[config.mk]
export PLATFORM = sky130hd
export DESIGN_NAME = ide_strobe_timer
export DESIGN_NICKNAME = d
export VERILOG_FILES = /design/src/rtl/pio_timing_pkg.sv /design/src/rtl/pio_timing_decode.sv /design/src/rtl/pio_timing_regs.sv /design/src/rtl/pio_cycle_seq.sv /design/src/rtl/ide_strobe_timer.sv
export SDC_FILE = /design/constraint.sdc
export NUM_CORES = 1
export LEC_CHECK = 0
export ABC_CLOCK_PERIOD_IN_PS = 2200
export BUFFER_PORTS_ARGS = -buffer_cell sky130_fd_sc_hd__buf_2
export CORE_UTILIZATION = 52
export CTS_CLUSTER_DIAMETER = 30
export CTS_CLUSTER_SIZE = 8
export DETAILED_ROUTE_END_ITERATION = 8
export GPL_TIMING_DRIVEN = 0
export PLACE_DENSITY = 0.76
export RECOVER_POWER = 50
export SLEW_MARGIN = 20
export SYNTH_ARGS = -nofsm -noshare
export SYNTH_HDL_FRONTEND = slang
export SYNTH_SLANG_ARGS = --single-unit
[constraint.sdc]
create_clock -name clk -period 2.2 [get_ports clk]
set_input_delay 0.22 -clock clk [delete_from_list [all_inputs] [get_ports clk]]
set_output_delay 0.22 -clock clk [all_outputs]
set_load 0.05 [all_outputs]
[src/rtl/pio_timing_pkg.sv]
// Package: shared state encoding and field widths for the IDE PIO strobe timer.
// Assumes timing bytes are 8 bits with the active code low and recovery code high.
package pio_timing_pkg;
    localparam int TIMING_W = 8;

    typedef enum logic [1:0] {
        SEQ_IDLE    = 2'd0,
        SEQ_ACTIVE  = 2'd1,
        SEQ_RECOVER = 2'd2,
        SEQ_DONE    = 2'd3
    } seq_state_t;
endpackage

[src/rtl/pio_timing_decode.sv]
// Module: maps a timing byte onto active and recovery lengths in clocks.
// Wide mode: active = 17 - code[3:0], recovery = 15 - code[7:4] clamped to 2.
// Legacy mode: active = 8 or 9 - code[2:0]; recovery = 18 or 15 - code[7:4],
// chosen by the bus-speed flag. Assumes CNT_W is wide enough for 18.
module pio_timing_decode
    import pio_timing_pkg::*;
#(
    parameter int CNT_W = 5
) (
    input  logic [TIMING_W-1:0] code,
    input  logic                legacy,
    input  logic                bus_slow,
    output logic [CNT_W-1:0]    act_clks,
    output logic [CNT_W-1:0]    rec_clks
);
    logic [5:0] a_wide, r_wide, a_leg, r_leg;

    // Purpose: compute both mappings and select the one in force.
    always_comb begin
        a_wide   = 6'd17 - {2'b00, code[3:0]};
        r_wide   = (code[7:4] >= 4'd13) ? 6'd2 : (6'd15 - {2'b00, code[7:4]});
        a_leg    = 6'd8 - {3'b000, code[2:0]} + (bus_slow ? 6'd0 : 6'd1);
        r_leg    = (bus_slow ? 6'd18 : 6'd15) - {2'b00, code[7:4]};
        act_clks = CNT_W'(legacy ? a_leg : a_wide);
        rec_clks = CNT_W'(legacy ? r_leg : r_wide);
    end
endmodule

[src/rtl/pio_timing_regs.sv]
// Module: host register bank holding the per-channel timing bytes and control.
// Map: channel k timing at offset 2*k, read-only status at 1, control at 3.
// Assumes NUM_CH <= 2 so every timing byte fits the two-bit offset space.
module pio_timing_regs
    import pio_timing_pkg::*;
#(
    parameter int NUM_CH = 2,
    parameter int ADDR_W = 2
) (
    input  logic                             clk,
    input  logic                             rst_n,
    input  logic [ADDR_W-1:0]                reg_addr,
    input  logic                             reg_wr,
    input  logic [TIMING_W-1:0]              reg_wdata,
    output logic [TIMING_W-1:0]              reg_rdata,
    input  logic                             bus_slow,
    input  logic                             legacy_mode,
    output logic [NUM_CH-1:0][TIMING_W-1:0]  timing,
    output logic                             sec_dis
);
    localparam logic [ADDR_W-1:0] OFF_STATUS  = ADDR_W'(1);
    localparam logic [ADDR_W-1:0] OFF_CONTROL = ADDR_W'(3);

    for (genvar k = 0; k < NUM_CH; k++) begin : g_timing
        localparam logic [ADDR_W-1:0] OFF_TIMING = ADDR_W'(2 * k);

        // Purpose: hold channel k's timing byte, reloaded by a host write.
        always_ff @(posedge clk) begin
            if (!rst_n)
                timing[k] <= '0;
            else if (reg_wr && reg_addr == OFF_TIMING)
                timing[k] <= reg_wdata;
        end

        // a timing byte only changes when its own offset is written
        p_timing_hold_r5: assert property (@(posedge clk) disable iff (!rst_n)
            !(reg_wr && reg_addr == OFF_TIMING) |=> $stable(timing[k]));
    end

    // Purpose: hold the secondary-disable control bit.
    always_ff @(posedge clk) begin
        if (!rst_n)
            sec_dis <= 1'b0;
        else if (reg_wr && reg_addr == OFF_CONTROL)
            sec_dis <= reg_wdata[0];
    end

    // Purpose: combinational read multiplexer over the four offsets.
    always_comb begin
        reg_rdata = '0;
        if (reg_addr == OFF_STATUS)
            reg_rdata = {6'b0, legacy_mode, bus_slow};
        else if (reg_addr == OFF_CONTROL)
            reg_rdata = {7'b0, sec_dis};
        else
            for (int k = 0; k < NUM_CH; k++)
                if (reg_addr == ADDR_W'(2 * k))
                    reg_rdata = timing[k];
    end
endmodule

[src/rtl/pio_cycle_seq.sv]
// Module: one-access-at-a-time strobe sequencer.
// On start it snapshots the lengths, runs the strobe phase, then the recovery
// phase, then a one-cycle done state in which a new start may be taken.
// Assumes act_clks >= 1 whenever start is high.
module pio_cycle_seq
    import pio_timing_pkg::*;
#(
    parameter int CNT_W = 5,
    parameter int CH_W  = 1
) (
    input  logic             clk,
    input  logic             rst_n,
    input  logic             start,
    input  logic [CH_W-1:0]  start_chan,
    input  logic             start_wr,
    input  logic [CNT_W-1:0] act_clks,
    input  logic [CNT_W-1:0] rec_clks,
    output logic             ready,
    output logic             rd_strobe,
    output logic             wr_strobe,
    output logic [CH_W-1:0]  strobe_chan,
    output logic             busy,
    output logic             done
);
    seq_state_t       state;
    logic [CNT_W-1:0] cnt;
    logic [CNT_W-1:0] rec_q;
    logic             wr_q;

    // Purpose: advance the phase and count down the current phase length.
    always_ff @(posedge clk) begin
        if (!rst_n) begin
            state       <= SEQ_IDLE;
            cnt         <= '0;
            rec_q       <= '0;
            wr_q        <= 1'b0;
            strobe_chan <= '0;
        end else begin
            case (state)
                SEQ_IDLE, SEQ_DONE: begin
                    if (start) begin
                        state       <= SEQ_ACTIVE;
                        cnt         <= act_clks - CNT_W'(1);
                        rec_q       <= rec_clks;
                        wr_q        <= start_wr;
                        strobe_chan <= start_chan;
                    end else begin
                        state <= SEQ_IDLE;
                    end
                end
                SEQ_ACTIVE: begin
                    if (cnt != '0) begin
                        cnt <= cnt - CNT_W'(1);
                    end else if (rec_q == '0) begin
                        state <= SEQ_DONE;
                    end else begin
                        state <= SEQ_RECOVER;
                        cnt   <= rec_q - CNT_W'(1);
                    end
                end
                default: begin
                    if (cnt != '0)
                        cnt <= cnt - CNT_W'(1);
                    else
                        state <= SEQ_DONE;
                end
            endcase
        end
    end

    // Purpose: decode phase outputs from the state.
    always_comb begin
        ready     = (state == SEQ_IDLE) || (state == SEQ_DONE);
        busy      = (state == SEQ_ACTIVE) || (state == SEQ_RECOVER);
        done      = (state == SEQ_DONE);
        rd_strobe = (state == SEQ_ACTIVE) && !wr_q;
        wr_strobe = (state == SEQ_ACTIVE) && wr_q;
    end

    // every accepted access carries an active length in the legal range
    p_act_range_r1: assert property (@(posedge clk) disable iff (!rst_n)
        start |-> (act_clks >= CNT_W'(1) && act_clks <= CNT_W'(17)));
    // recovery length never exceeds the longest legacy value
    p_rec_range_r4: assert property (@(posedge clk) disable iff (!rst_n)
        start |-> (rec_clks <= CNT_W'(18)));
    // done only ever follows a busy cycle
    p_done_after_busy_r7: assert property (@(posedge clk) disable iff (!rst_n)
        done |-> $past(busy));
    // the strobe phase ends before done appears
    p_done_quiet_r7: assert property (@(posedge clk) disable iff (!rst_n)
        done |-> !(rd_strobe || wr_strobe));
endmodule

[src/rtl/ide_strobe_timer.sv]
// Module: top of the IDE PIO strobe timer.
// Joins the register bank, the timing decoder and the sequencer. It gates
// requests to channels other than 0 when secondary access is disabled or
// legacy mode is on. Assumes requesters hold acc_req until it is accepted.
module ide_strobe_timer
    import pio_timing_pkg::*;
#(
    parameter int NUM_CH = 2,
    parameter int CNT_W  = 5,
    localparam int CH_W  = (NUM_CH > 1) ? $clog2(NUM_CH) : 1
) (
    input  logic                clk,
    input  logic                rst_n,
    input  logic [1:0]          reg_addr,
    input  logic                reg_wr,
    input  logic [TIMING_W-1:0] reg_wdata,
    output logic [TIMING_W-1:0] reg_rdata,
    input  logic                bus_slow,
    input  logic                legacy_mode,
    input  logic                acc_req,
    input  logic [CH_W-1:0]     acc_chan,
    input  logic                acc_wr,
    output logic                rd_strobe,
    output logic                wr_strobe,
    output logic [CH_W-1:0]     strobe_chan,
    output logic                busy,
    output logic                done
);
    logic [NUM_CH-1:0][TIMING_W-1:0] timing;
    logic                            sec_dis;
    logic [TIMING_W-1:0]             sel_code;
    logic [CNT_W-1:0]                act_clks, rec_clks;
    logic                            chan_ok, ready, start;

    pio_timing_regs #(.NUM_CH(NUM_CH), .ADDR_W(2)) u_regs (
        .clk        (clk),
        .rst_n      (rst_n),
        .reg_addr   (reg_addr),
        .reg_wr     (reg_wr),
        .reg_wdata  (reg_wdata),
        .reg_rdata  (reg_rdata),
        .bus_slow   (bus_slow),
        .legacy_mode(legacy_mode),
        .timing     (timing),
        .sec_dis    (sec_dis)
    );

    // Purpose: choose the requested channel's byte and decide if it may run.
    always_comb begin
        sel_code = timing[0];
        for (int k = 1; k < NUM_CH; k++)
            if (acc_chan == CH_W'(k))
                sel_code = timing[k];
        chan_ok = (acc_chan == '0) ||
                  (!sec_dis && !legacy_mode && (int'(acc_chan) < NUM_CH));
        start   = acc_req && ready && chan_ok;
    end

    pio_timing_decode #(.CNT_W(CNT_W)) u_decode (
        .code    (sel_code),
        .legacy  (legacy_mode),
        .bus_slow(bus_slow),
        .act_clks(act_clks),
        .rec_clks(rec_clks)
    );

    pio_cycle_seq #(.CNT_W(CNT_W), .CH_W(CH_W)) u_seq (
        .clk        (clk),
        .rst_n      (rst_n),
        .start      (start),
        .start_chan (acc_chan),
        .start_wr   (acc_wr),
        .act_clks   (act_clks),
        .rec_clks   (rec_clks),
        .ready      (ready),
        .rd_strobe  (rd_strobe),
        .wr_strobe  (wr_strobe),
        .strobe_chan(strobe_chan),
        .busy       (busy),
        .done       (done)
    );

    // a gated secondary request never starts an access
    p_sec_blocked_r6: assert property (@(posedge clk) disable iff (!rst_n)
        (acc_req && acc_chan != '0 && (sec_dis || legacy_mode) && !busy) |=> !busy);
    // an access only begins after a request
    p_start_needs_req_r7: assert property (@(posedge clk) disable iff (!rst_n)
        $rose(busy) |-> $past(acc_req));
    // a new strobe never rises straight out of a busy cycle
    p_holdoff_r8: assert property (@(posedge clk) disable iff (!rst_n)
        $rose(rd_strobe || wr_strobe) |-> !$past(busy));
endmodule

==> out/summary.txt <==
Crit path launch type = register
Setup violations, final = 0
Synth Flop Type = dfxtp_1
DR DRC count = 0
Async SR Flop Fraction = 0
Critical path's top delay family = simple AND/OR/NAND/NOR gates
Initial antenna violation count = 0
Buffers on Ports = 27
Worst path most repeated cell = ha_4
Mapped cell area = 2170 um2
Yosys cell types = 59
DIE HEIGHT = 66.7 um
Setup ws final = 46.0 ps
Most common cell in the netlist = dfxtp_1
Final period util = 0.979
Die width = 66.7 um
Static Leakage = 1.06 nW
Synthesized net count = 293
Die area = 4440 um2
Drt first-iter violations = 182
Crit-path max cell delay = 380 ps
Worst VDD drop = 435 uV
DR vias = 2057
Placer Congestion = 0.906
CTS H-tree lvls = 2
Core Util, Final = 0.637
Rel. slew slack = 0.558
Power Density = 1030 nW/um2
N_diodes = 0
Number of cell rows = 23
Top cell type's share of synthesized area = 0.285
Number of flops mapped to enable cells by yosys = 0
Final Net Count = 330
Setup crit end kind = register
#FFs+latches synth = 31
Measured slew at the worst slew-check pin = 663 ps
Worst-case clock buffer depth = 2
Avg Cell Area, Syn = 8.30 um2
GRT Util Overall = 0.249
First-pass GRT wire length = 8450 um
Clock-pin slew on the worst setup and hold paths = 80 ps
Max_cap viols = 0
Maximum number of pins on one net before global-route repair = 13
CP required = 2430 ps
Status = finished, final reports clean
Inserted Clock Buffers = 5
Layout area overhead = 17.1%
Commonest cells post-synth = 31 x dfxtp_1, 25 x nor2_1, 21 x mux2i_1, 21 x nand2_1
Worst Clk Skew = 6.93 ps
Clk sinks = 31
Yosys warns = 0
Routed len/inst = 15.2 um
Area leader, netlist = dfxtp_1
Layout cells sized above 1 = 0.220
Global route overflow = 0
Post-synthesis sequential area ratio = 0.285
Post-synthesis cell count = 262
Ports = 31
Initial core utilization = 0.544
Slowest cell on the critical path = or3_4
Final ANT Viol Nets = 0
Final wirelength = 5320 um
Vias in the first global route = 1863
Pins Over Slew Limit = 0
Hold WC Path Type = input port to register
Worst slack at placement = -59.7 ps
Core area = 4000 um2
Detailed-route vias per instance = 5.88
Bufs and invs on worst path = 1
Final Power = 2.61 mW
Synth top area cells = dfxtp_1 29%, mux2i_1 9.7%, ha_1 7.5%
Max Fclk = 464 MHz
HPWL after detailed placement = 3840 um
CP max FO = 2
Skew-Pair Late Insertion Delay = 280 ps
Hold_ws = 175 ps
Hold Violations, Final = 0
Clk root buf = clkbuf_8
CTS tree = yes
Critical-path cell list = mux2_4, ha_4, inv_2, ha_4, nor2b_2, a21o_1, ha_4, or3_4, o2111ai_2, and3_1
Initial DRT Pass Iterations = 4
Worst EP arrival = 2390 ps
Critical setup path kind = register to register
Final min period = 2150 ps
-- cell families after synthesis --
kind of cell / count (synthesis) / share of synthesized area
flip-flops: 31 / 0.285
adder cells (fa/ha/maj): 13 / 0.0748
XOR/XNOR: 5 / 0.0201
multiplexers: 26 / 0.129
AND/OR/NAND/NOR: 84 / 0.194
AO/OA/AOI/OAI: 70 / 0.231
buffers and inverters: 33 / 0.0656
-- sequential cells by signal, summed over array words and instances, names as in the netlist --
signal and cells:
u_regs.sec_dis 1, u_regs.timing 16, u_seq.cnt 5, u_seq.rec_q 5, u_seq.state 2, u_seq.strobe_chan 1, u_seq.wr_q 1
-- metal layers --
metal	GRT usage	up-vias	part of all wire
met5	0	-	0
li1	-	1034	-
met2	0.385	34	0.47
met4	0.101	0	0.0098
met1	0.338	985	0.49
met3	0.0462	4	0.029
-- per-stage QoR --
step / std cells / instance area [um2] / setup TNS, ps
after floorplan: 262 / 2170 / 0
after global placement: 339 / 2370 / -80.7
after detailed placement: 339 / 2370 / -113
after CTS: 347 / 2460 / 0
after global routing: 350 / 2550 / -35.6
final: 350 / 2550 / 0
-- tightest hold or removal path: cells and delay by family --
family / cells / cell delay (ps)
buf+inv: 1 / 90
simple gates: 1 / 50
compound gates: 1 / 50
-- power by group --
group | internal, mW | total [mW] | switching [mW]
Combinational | 0.545 | 1.36 | 0.819
Sequential | 0.657 | 0.777 | 0.119
Clock | 0.226 | 0.472 | 0.246
Total | 1.43 | 2.61 | 1.18
-- cell usage in the layout, fill, tap and decap left out, types with 3 or more instances in the layout --
cell type   n
a211o_1     3
a211oi_1    9
a21oi_1    16
a31oi_1     3
buf_2      28
buf_4       4
clkbuf_1   12
clkbuf_8    5
dfxtp_1    29
ha_1       10
ha_4        3
inv_1      16
mux2i_1    21
nand2_1    21
nand3_1    11
nor2_1     25
nor2b_1     7
nor3_1      4
o21ai_0    10
xnor2_1     4
-- area by class of cell --
type | instances | area [um2]
sequential | 31 | 623
tap | 50 | 62.6
multi-input combinational | 198 | 1480
buffer | 15 | 73.8
fill | 355 | 1450
clock buffer | 5 | 68.8
timing repair buffer | 30 | 153
inverter | 18 | 67.6
clock inverter | 3 | 23.8
-- path summary, 6_finish.rpt --
| path | start | slack [ps] | end | depth (start not counted) |
|---|---|---|---|---|
| hold / removal | acc_wr | 170 | u_seq.wr_q | 3 |
| setup / recovery | u_regs.timing[0] | 50 | u_seq.cnt[1] | 10 |
| hold reg to reg | u_seq.rec_q[4] | 460 | u_seq.rec_q[4] | 2 |
| setup reg to reg | u_regs.timing[0] | 50 | u_seq.cnt[1] | 10 |
-- repair_timing --
item | CTS | global route
gates resized for setup | 0 | 13
hold buffers | 0 | 0
setup endpoints to repair | 0 | 2
setup buffers | 0 | 3
Note: power is estimated with default switching activity, not from simulation.
